--- config.mk ---
export PLATFORM = sky130hd
export DESIGN_NAME = gpio_mw_bank
export DESIGN_NICKNAME = d
export VERILOG_FILES = /design/src/rtl/gpio_mw_pkg.sv /design/src/rtl/gpio_mw_addr_dec.sv /design/src/rtl/gpio_mw_port.sv /design/src/rtl/gpio_mw_sync.sv /design/src/rtl/gpio_mw_bank.sv
export SDC_FILE = /design/constraint.sdc
export NUM_CORES = 1
export LEC_CHECK = 0
export BUFFER_PORTS_ARGS = -buffer_cell sky130_fd_sc_hd__buf_4
export CAP_MARGIN = 20
export CORE_AREA = 2 2 141 143
export DETAILED_ROUTE_END_ITERATION = 12
export DIE_AREA = 0 0 143 145
export PLACE_DENSITY = 0.8
export SLEW_MARGIN = 10
export SYNTH_ARGS = -nofsm -noshare
export SYNTH_HDL_FRONTEND = slang
export SYNTH_SLANG_ARGS = --single-unit
--- constraint.sdc ---
create_clock -name clk -period 2.4 [get_ports clk]
set_input_delay 0.36 -clock clk [delete_from_list [all_inputs] [get_ports clk]]
set_output_delay 0.36 -clock clk [all_outputs]
set_load 0.02 [all_outputs]
--- src/rtl/gpio_mw_pkg.sv ---
package gpio_mw_pkg;
  // register group selected by the two address bits above the port field
  typedef enum logic [1:0] {
    GRP_MODE = 2'd0,
    GRP_OE   = 2'd1,
    GRP_OUT  = 2'd2,
    GRP_IN   = 2'd3
  } grp_e;

  localparam int NUM_WR_GRP = 3;
endpackage

--- src/rtl/gpio_mw_addr_dec.sv ---
module gpio_mw_addr_dec
  import gpio_mw_pkg::*;
#(
  parameter int ADDR_W   = 12,
  parameter int PORTS    = 4,
  parameter int PORT_W   = 2,
  parameter int MASK_BIT = 7
) (
  input  logic [ADDR_W-1:0] addr,
  output logic              hit,
  output logic              masked,
  output grp_e              grp,
  output logic [PORT_W-1:0] port
);
  localparam int PORT_LSB = 2;
  localparam int GRP_LSB  = PORT_LSB + PORT_W;

  logic [ADDR_W-1:0] spare;

  always_comb begin
    spare = addr;
    spare[GRP_LSB+1:PORT_LSB] = '0;
    spare[MASK_BIT] = 1'b0;
    port   = addr[PORT_LSB +: PORT_W];
    grp    = grp_e'(addr[GRP_LSB +: 2]);
    masked = addr[MASK_BIT];
    hit    = (spare == '0) && (int'(port) < PORTS);
  end
endmodule

--- src/rtl/gpio_mw_port.sv ---
module gpio_mw_port
  import gpio_mw_pkg::*;
#(
  parameter int PINS = 8
) (
  input  logic              clk,
  input  logic              rst,
  input  logic              we,
  input  logic              masked,
  input  grp_e              grp,
  input  logic [2*PINS-1:0] wbits,
  output logic [PINS-1:0]   mode_q,
  output logic [PINS-1:0]   oe_q,
  output logic [PINS-1:0]   out_q
);
  logic [PINS-1:0] regs_q [NUM_WR_GRP];
  logic [PINS-1:0] wmask;
  logic [PINS-1:0] wval;

  assign wval  = wbits[PINS-1:0];
  assign wmask = wbits[2*PINS-1:PINS];

  for (genvar g = 0; g < NUM_WR_GRP; g++) begin : g_reg
    always_ff @(posedge clk) begin
      if (rst) begin
        regs_q[g] <= '0;
      end else if (we && (grp == grp_e'(g))) begin
        if (masked) regs_q[g] <= (regs_q[g] & ~wmask) | (wval & wmask);
        else        regs_q[g] <= wval;
      end
    end
  end

  assign mode_q = regs_q[int'(GRP_MODE)];
  assign oe_q   = regs_q[int'(GRP_OE)];
  assign out_q  = regs_q[int'(GRP_OUT)];
endmodule

--- src/rtl/gpio_mw_sync.sv ---
module gpio_mw_sync #(
  parameter int WIDTH  = 32,
  parameter int STAGES = 2
) (
  input  logic             clk,
  input  logic             rst,
  input  logic [WIDTH-1:0] d,
  output logic [WIDTH-1:0] q
);
  logic [WIDTH-1:0] stage_q [STAGES];

  for (genvar s = 0; s < STAGES; s++) begin : g_stage
    if (s == 0) begin : g_first
      always_ff @(posedge clk) begin
        if (rst) stage_q[s] <= '0;
        else     stage_q[s] <= d;
      end
    end else begin : g_next
      always_ff @(posedge clk) begin
        if (rst) stage_q[s] <= '0;
        else     stage_q[s] <= stage_q[s-1];
      end
    end
  end

  assign q = stage_q[STAGES-1];
endmodule

--- src/rtl/gpio_mw_bank.sv ---
module gpio_mw_bank
  import gpio_mw_pkg::*;
#(
  parameter int ADDR_W      = 12,
  parameter int DATA_W      = 32,
  parameter int PORTS       = 4,
  parameter int PINS        = 8,
  parameter int MASK_BIT    = 7,
  parameter int SYNC_STAGES = 2
) (
  input  logic                   clk,
  input  logic                   rst,
  input  logic                   bus_wr_en,
  input  logic                   bus_rd_en,
  input  logic [ADDR_W-1:0]      bus_addr,
  input  logic [DATA_W-1:0]      bus_wdata,
  output logic [DATA_W-1:0]      bus_rdata,
  input  logic [PORTS*PINS-1:0]  pad_in,
  output logic [PORTS*PINS-1:0]  pad_out,
  output logic [PORTS*PINS-1:0]  pad_oe
);
  localparam int NPIN   = PORTS * PINS;
  localparam int PORT_W = (PORTS > 1) ? $clog2(PORTS) : 1;

  logic              dec_hit;
  logic              dec_masked;
  grp_e              dec_grp;
  logic [PORT_W-1:0] dec_port;

  gpio_mw_addr_dec #(
    .ADDR_W  (ADDR_W),
    .PORTS   (PORTS),
    .PORT_W  (PORT_W),
    .MASK_BIT(MASK_BIT)
  ) u_dec (
    .addr  (bus_addr),
    .hit   (dec_hit),
    .masked(dec_masked),
    .grp   (dec_grp),
    .port  (dec_port)
  );

  logic [NPIN-1:0] mode_v;
  logic [NPIN-1:0] oe_v;
  logic [NPIN-1:0] out_v;
  logic [NPIN-1:0] in_v;
  logic            wr_ok;

  // the input group has no storage behind a write
  assign wr_ok = bus_wr_en && dec_hit && (dec_grp != GRP_IN);

  for (genvar p = 0; p < PORTS; p++) begin : g_port
    gpio_mw_port #(.PINS(PINS)) u_port (
      .clk   (clk),
      .rst   (rst),
      .we    (wr_ok && (int'(dec_port) == p)),
      .masked(dec_masked),
      .grp   (dec_grp),
      .wbits (bus_wdata[2*PINS-1:0]),
      .mode_q(mode_v[p*PINS +: PINS]),
      .oe_q  (oe_v[p*PINS +: PINS]),
      .out_q (out_v[p*PINS +: PINS])
    );
  end

  gpio_mw_sync #(.WIDTH(NPIN), .STAGES(SYNC_STAGES)) u_sync (
    .clk(clk),
    .rst(rst),
    .d  (pad_in),
    .q  (in_v)
  );

  // read path: one registered stage, zero when idle or unmapped
  logic [PINS-1:0] rd_sel;

  always_comb begin
    rd_sel = '0;
    if (dec_hit && !dec_masked) begin
      unique case (dec_grp)
        GRP_MODE: rd_sel = mode_v[int'(dec_port)*PINS +: PINS];
        GRP_OE:   rd_sel = oe_v[int'(dec_port)*PINS +: PINS];
        GRP_OUT:  rd_sel = out_v[int'(dec_port)*PINS +: PINS];
        GRP_IN:   rd_sel = in_v[int'(dec_port)*PINS +: PINS];
        default:  rd_sel = '0;
      endcase
    end
  end

  always_ff @(posedge clk) begin
    if (rst)            bus_rdata <= '0;
    else if (bus_rd_en) bus_rdata <= DATA_W'(rd_sel);
    else                bus_rdata <= '0;
  end

  // pad stage: drive only with mode and output enable both set
  logic [NPIN-1:0] drive;
  assign drive = mode_v & oe_v;

  always_ff @(posedge clk) begin
    if (rst) begin
      pad_oe  <= '0;
      pad_out <= '0;
    end else begin
      pad_oe  <= drive;
      pad_out <= out_v & drive;
    end
  end
endmodule

# --- Yosys cells after proc, flatten, opt, wreduce, memory -nomap -nowiden ---
# Memory sizes are Yosys's and may differ from the RTL's.
# Index checks and enable logic that the tools add are counted.
classes:
  n_bitwise: 56
  n_eq_ne: 7
  n_reduce_logical: 24
  mux: 104
  n_shift: 4
ops:
  columns: ["cell", "count"]
  rows:
  - ["8-bit 2-to-1 mux", 24]
  - ["32-bit by 6-bit variable part select with 8-bit output", 4]
  - ["8-bit bitwise AND", 13]
  - ["8-bit OR", 12]
  - ["1-bit 2-to-1 mux", 77]
  - ["32-bit bitwise AND", 2]
  - ["32-bit 2-to-1 mux", 2]
  - ["8-bit case mux with 4 select lines", 1]
  - ["1-bit OR", 26]
  - ["1-bit logical AND", 19]
  - ["2-bit equality test (second input constant)", 4]
  - ["8-bit inverter", 1]
  - ["7-bit logical NOT", 1]
  - ["2-bit by 1-bit equality test with 1-bit output (second input constant)", 2]
  - ["2-bit logical NOT", 2]
  - ["3-bit OR reduction", 1]
  - ["2-bit != test (second input constant)", 1]
  - ["1-bit inverter", 2]
  - ["1-bit logical NOT", 1]
totals:
  word_cells: 204
  mem_bits_rw: 160
  input_bits: 80
  out_inout_bits: 96
  n_memories: 5
  regBits: 96
mem_list:
  columns: ["name", "words", "width", "read_ports", "rd_ports_with_merged_regs", "wr", "line_no", "text"]
  rows:
  - ["u_sync.stage_q", 2, 32, 2, 0, 2, "gpio_mw_sync.sv:10", "logic [WIDTH-1:0] stage_q [STAGES];"]
  - ["g_port[0].u_port.regs_q", 3, 8, 3, 0, 3, "gpio_mw_port.sv:16", "logic [PINS-1:0] regs_q [NUM_WR_GRP];"]
  - ["g_port[1].u_port.regs_q", 3, 8, 3, 0, 3, "gpio_mw_port.sv:16", null]
  - ["g_port[2].u_port.regs_q", 3, 8, 3, 0, 3, "gpio_mw_port.sv:16", null]
  - ["g_port[3].u_port.regs_q", 3, 8, 3, 0, 3, "gpio_mw_port.sv:16", null]

# --- Depth between registers and ports, before layout ---
# Gate-level depths: netlist of the first run.
logic_depth:
  ltp_word: 10
  ltp_mapped: 7
  mapped_depth_nobuf: 4

# --- By module ---
# From an unflattened synthesis of the first run, not the netlist that was laid out.
unflattened:
  hier_cells: 806
  area_unflattened_um2: 9823.2
by_module_without_submodules:
  columns: ["mod", "cells_each", "seq_area_each_um2", "area_each_um2", "n_inst"]
  rows:
  - ["gpio_mw_port", 93, 720.7, 1157.4, 4]
  - ["gpio_mw_bank", 292, 1441.4, 3218.1, 1]
  - ["gpio_mw_sync", 135, 1281.2, 1918.1, 1]
  - ["gpio_mw_addr_dec", 7, 0.0, 57.6, 1]

# --- Least setup slack after synthesis of the first run ---
# OpenSTA, ideal clock, no wires.
synth_path:
  path_kind: "input-to-reg"
  from: "in bus_addr[6]"
  to: "mem g_port[0].u_port.regs_q[1][0], enable pin"
  arrival_time_ns: 2.106
  setup_ns: 0.375
  stages: 5
  n_path_buf: 1
  path_slack_ns: -0.080
  required_time_ns: 2.025
  cell_sequence: "or4_1 > clkbuf_1 > a2111oi_4 > nand3b_1 > o21bai_1"
synth_rtl:
  columns: ["element", "line_no", "text"]
  rows:
  - ["start, declared", "gpio_mw_bank.sv:15", "input logic [ADDR_W-1:0] bus_addr,"]
  - ["end, declared", "gpio_mw_port.sv:16", null]

==> flow_metrics.tcl, run 1 <==
set metrics [dict create \
    die_h_microns 145 \
    ant_nets 0 \
    ir_worst_vdd_mv 0.429 \
    power_density_nw_per_um2 721 \
    cts_buffers 24 \
    hold_class "input pin to register" \
    grt_pass1_wl_microns 38700 \
    grt_max_degree 94 \
    design.die.area_sq_um 20700 \
    crit_top_cell "buf_4" \
    yosysTopAreaCell "edfxtp_1" \
    antenna_found_initial 0 \
    drcViolationCount 0 \
    worstMarginPinSlew_ps 909 \
    worstSetupPathType "input pin to register" \
    cts_max_level 1 \
    synth_edf_count 96 \
    synth_top_area_share_pct 30.4 \
    seq_area_sq_um 5610 \
    slowest_stage "or4_1" \
    num-nets-final 1098 \
    cts.sinks 232 \
    worstPathArrival_ps 2100 \
    status "completed" \
    first_global_vias 6935 \
    finalHoldViolCount 0 \
    synth-seq-area-share_pct 59.1 \
    synth_cell_type_count 39 \
    vias_per_cell 5.58 \
    yosysWarningCount 0 \
    drive_gt1_share_pct 27.0 \
    num_vias 7249 \
    setup_violations 0 \
    path_max_fanout 8 \
    clkLatencyLatePin_ps 520 \
    core_area_sq_um 19200 \
    fin_crit_sh_pct 78.6 \
    cpPeakStageDelay_ps 580 \
    cts.clk_slew.worst_paths_ps 60 \
    p_leak_uw 0.00478 \
    synth_most_common_cell "dfxtp_1" \
    path_cells "buf_4, or4_1, a2111oi_4, nand3b_1, o21bai_1, buf_4" \
    cp_num_buf_inv 2 \
    finalClockSkew_ps 13.3 \
    syn_area_sq_um 9480 \
    die_x_microns 143 \
    track_usage_pct 24.5 \
    multi_input_area_sq_um 3590 \
    cts_tree "built" \
    holdWs_ps 39.6 \
    syn2layout_area_growth_pct 25.2 \
    synth.area.top_cells "edfxtp_1 30%, dfxtp_1 29%, mux4_2 7.6%, nand2_1 5.0%, a21oi_1 4.9%" \
    final.setup.tns_ps 0 \
    syn_area_per_cell_sq_um 11.2 \
    rsz0062_at_grt "false" \
    row_count 51 \
    io_buffers 135 \
    wl_per_cell_microns 19.8 \
    num-fill-cells 1554 \
    drt_wl_total_microns 25700 \
    ys_async_sr_fraction_pct 0 \
    dp.final_hpwl_microns 18400 \
    fin_crit_ps 1890 \
    cp-start-kind "input pin" \
    syn_inst 845 \
    fmax_mhz 530 \
    num_io_pins 176 \
    clockBufferDepth 3 \
    max_cap_viol_count 0 \
    ys_ff_latch 232 \
    n_antenna_cell 0 \
    worstPathRequired_ps 2620 \
    dr.pass1.iters 5 \
    post-cts-setup-buffer-count 0 \
    drtIter0Drc 716 \
    max-slew-margin-rel_pct 39.4 \
    ys.flop_type "dfxtp_1" \
    cp_top_family "simple AND/OR/NAND/NOR gates" \
    synthTopCellsByCount "136 x dfxtp_1, 127 x nand2_1, 96 x edfxtp_1, 92 x a21oi_1" \
    start_util_pct 49.4 \
    cts_hold_buf 0 \
    ctsResizeCount 0 \
    gp_congestion 0.908 \
    grt_overflow 0 \
    cts-root-buf "clkbuf_16" \
    final_max_slew_viol_count 0 \
    worstSetupEndpointType "register" \
]
[registers in the layout (all words and copies together) (netlist names)]
signal and count:
pad_oe 32, pad_out 32, u_sync.stage_q 64, g_port.u_port.regs_q 96, bus_rdata 8
[worst paths after layout]
path | start | endpoint | slack, ps | cells after the start
worst min-delay path | pad_in[19] | u_sync.stage_q[0][19] | 40 | 2
worst max register to register | g_port[3].u_port.regs_q[2][1] | bus_rdata[1] | 710 | 3
worst min register to register | u_sync.stage_q[0][30] | u_sync.stage_q[1][30] | 430 | 1
worst max-delay path | bus_addr[6] | g_port[2].u_port.regs_q[1][2] | 510 | 6
[layout by cell type, fill, tap and decap left out, types with 2 or more instances in the layout]
cell type and instances:
o21bai_1 7, nor3_1 4, nor4_1 4, mux4_2 32
buf_4 185, nand2b_1 2, mux2i_1 8, a2bb2o_1 8
nand3_1 2, conb_1 24, nand3b_1 19, o311a_1 2
clkbuf_16 26, nor2b_1 68, or2_2 2, clkbuf_8 4
nand2_1 127, clkinv_2 4, nor2_1 68, dfxtp_1 136
a21o_1 19, o21ai_0 22, inv_1 2, mux2_2 8
nor4b_2 2, edfxtp_1 96, and2_1 32, clkbuf_1 7
a21oi_1 92, buf_12 9
[metal layers]
layer	global-route usage [%]	up-vias	part of all wire, %
li1	-	3253	-
met1	32.9	3447	39
met2	39.2	481	47
met3	4.59	68	10
met4	9.65	0	3.2
met5	0	-	0
[logic make-up after synthesis]
logic type	Yosys count	synth area share, %
muxes	48	9.40
buffers and inverters	72	3.99
and+or+nand+nor	339	17.9
AOI/OAI and AO/OA	153	9.60
other	1	0.0396
DFF	232	59.1
[where the power goes]
group	switching, uW	internal [uW]	leakage [uW]
combinational	371	296	0.00230
sequential	75.2	4220	0.00211
clock	1500	2100	0.000382
[stage by stage]
stage / power (uW) / setup slack, ps / instance area [sq um] / instances / utilization (%)
floorplan: 4760 / -80.2 / 9570 / 868 / -
global placement: 5020 / 26.8 / 11100 / 1257 / 57.8
detailed placement: 5030 / 1.89 / 11100 / 1257 / 57.8
CTS: 8590 / 534 / 11900 / 1300 / 61.8
global route: 8800 / 449 / 11900 / 1300 / 61.8
finish: 8560 / 514 / 11900 / 1300 / 61.8
[layout make-up]
cell class / instances / area share, %
sequential: 232 / 47.2
multi-input combinational: 564 / 30.2
timing repair buffer: 194 / 13.2
clock buffer: 37 / 6.17
tap: 265 / 2.79
clock inverter: 6 / 0.316
inverter: 2 / 0.0632
(Power assumes the default switching activity.)
==> inputs of run 2 (changes only) <==
Settings changed: CORE_AREA 2 2 141 143 to 2 2 135 137, DIE_AREA 0 0 143 145 to 0 0 137 139, PLACE_DENSITY 0.8 to 0.83.
Clock period 2.4 ns to 1.9 ns, I/O delays scaled along.
==> flow_metrics.tcl, run 2 (synthesized netlist as in run 1, its figures left out) <==
set metrics [dict create \
    worstSetupEndpointType "register" \
    die_x_microns 137 \
    final.setup.tns_ps 0 \
    grt_max_degree 58 \
    num-nets-final 1128 \
    syn2layout_area_growth_pct 29.5 \
    ir_worst_vdd_mv 0.957 \
    reg.largest.list "g_port.u_port.regs_q (96), u_sync.stage_q (64)" \
    num_vias 7461 \
    mostFrequentLayoutCells "183 x buf_4, 136 x dfxtp_1, 127 x nand2_1" \
    cp-endpoint "bus_rdata[6]" \
    drt_wl_total_microns 26600 \
    hold_class "input pin to register" \
    core_area_sq_um 17700 \
    drive_gt1_share_pct 27.6 \
    die_h_microns 139 \
    clockBufferDepth 3 \
    final_max_slew_viol_count 0 \
    ant_nets 0 \
    clkLatencyLatePin_ps 530 \
    dp.final_hpwl_microns 18600 \
    grt_overflow 0 \
    cts.clk_slew.worst_paths_ps 70 \
    ff2ff_path_depth 3 \
    first_global_vias 7180 \
    worstMarginPinSlew_ps 558 \
    fmax_mhz 583 \
    dr.pass1.iters 7 \
    cts.sinks 232 \
    design.die.area_sq_um 19000 \
    finalClockSkew_ps 20.8 \
    antenna_found_initial 1 \
    drcViolationCount 0 \
    hold_depth 2 \
    p_leak_uw 0.00495 \
    finalHoldViolCount 0 \
    worstPathRequired_ps 2290 \
    critPathLaunch "g_port[2].u_port.regs_q[0][6]" \
    cts_buffers 23 \
    r2r-start "g_port[2].u_port.regs_q[0][6]" \
    start_util_pct 53.7 \
    wl_met2_microns 12800 \
    row_count 49 \
    path_max_fanout 3 \
    fin_crit_sh_pct 90.2 \
    cts_max_level 1 \
    met3_length_microns 3060 \
    dr.max_layer_used "met4" \
    final_common_cell "buf_4" \
    max-slew-margin-rel_pct 62.8 \
    wl_met1_microns 9250 \
    setup_violations 0 \
    rr_endpoint "bus_rdata[6]" \
    max_cap_viol_count 0 \
    cts-root-buf "clkbuf_16" \
    n_antenna_cell 0 \
    reg2reg_slack_ps 190 \
    drtIter0Drc 844 \
    top_register "g_port.u_port.regs_q" \
    num-fill-cells 1253 \
    wl_per_cell_microns 20.5 \
    power_uw 10900 \
    largest_reg_flops 96 \
    worstPathArrival_ps 2100 \
    num_io_pins 176 \
    fin_crit_ps 1710 \
    worstSetupPathType "register to register" \
    gp_congestion 0.947 \
    vias_per_cell 5.77 \
    io_buffers 135 \
    status "completed" \
    power_density_nw_per_um2 891 \
    cp-start-kind "register" \
    cts_tree "built" \
    rsz0062_at_grt "false" \
    track_usage_pct 27.7 \
    grt_pass1_wl_microns 39700 \
]
run 2: per-layer routing:
metal | GRT usage, % | vias to the layer above
met4 | 14.2 | 0
met5 | 0 | -
met1 | 34.6 | 3507
met3 | 5.92 | 106
li1 | - | 3323
met2 | 45.2 | 525
run 2: critical path, stage by stage, from the launching register on:
cell and delay, ps:
edfxtp_1 460, mux4_2 480, mux2_2 310, a2bb2o_1 320
run 2: report_power, final:
part	leakage [uW]	total (uW)	internal, uW	switching (uW)
logic	0.00248	943	442	501
clock network	0.000371	4570	2610	1960
registers	0.00211	5420	5330	93.0
total	0.00495	10900	8380	2560
run 2: final cells by class:
type | count | area (sq um) | area share, %
flip-flops and latches | 232 | 5610 | 45.7
multi-input cells | 564 | 3680 | 30.0
repair buffers | 225 | 1930 | 15.8
clock buffers | 27 | 612 | 4.99
well taps | 229 | 287 | 2.33
clock inverters | 15 | 150 | 1.22
inverters | 2 | 7.51 | 0.0612
run 2: repair_timing:
| item | 4_1_cts | 5_1_grt |
|---|---|---|
| hold buffers | 28 | 0 |
| resized for setup | 0 | 0 |
| setup buffers | 0 | 0 |
| endpoints found under the hold margin | 28 | 0 |
| endpoints found under the setup margin | 0 | 0 |
run 2: how the worst min path moves through the flow:
| stage | to | slack, ps | from |
|---|---|---|---|
| 4_1_cts | u_sync.stage_q[0][30] | 7 | pad_in[30] |
| 6_report | u_sync.stage_q[0][30] | 10 | pad_in[30] |
| 3_5_place_dp | u_sync.stage_q[1][5] | 420 | u_sync.stage_q[0][5] |
| 5_1_grt | u_sync.stage_q[0][28] | 10 | pad_in[28] |
| 3_3_place_gp | u_sync.stage_q[1][20] | 420 | u_sync.stage_q[0][20] |
| 2_1_floorplan | u_sync.stage_q[0][0] | 410 | pad_in[0] |
run 2: metrics by stage:
step                setup slack, ps  util (%)  hold slack (ps)  cell area (sq um)  cells
CTS                             192      69.5             6.83              12300   1294
finish                          186      69.5             9.75              12300   1294
global placement               -247      63.6              417              11200   1224
global route                    149      69.5             14.5              12300   1294
detailed placement             -287      63.6              423              11200   1224
floorplan                      -314         -              413               9670    868
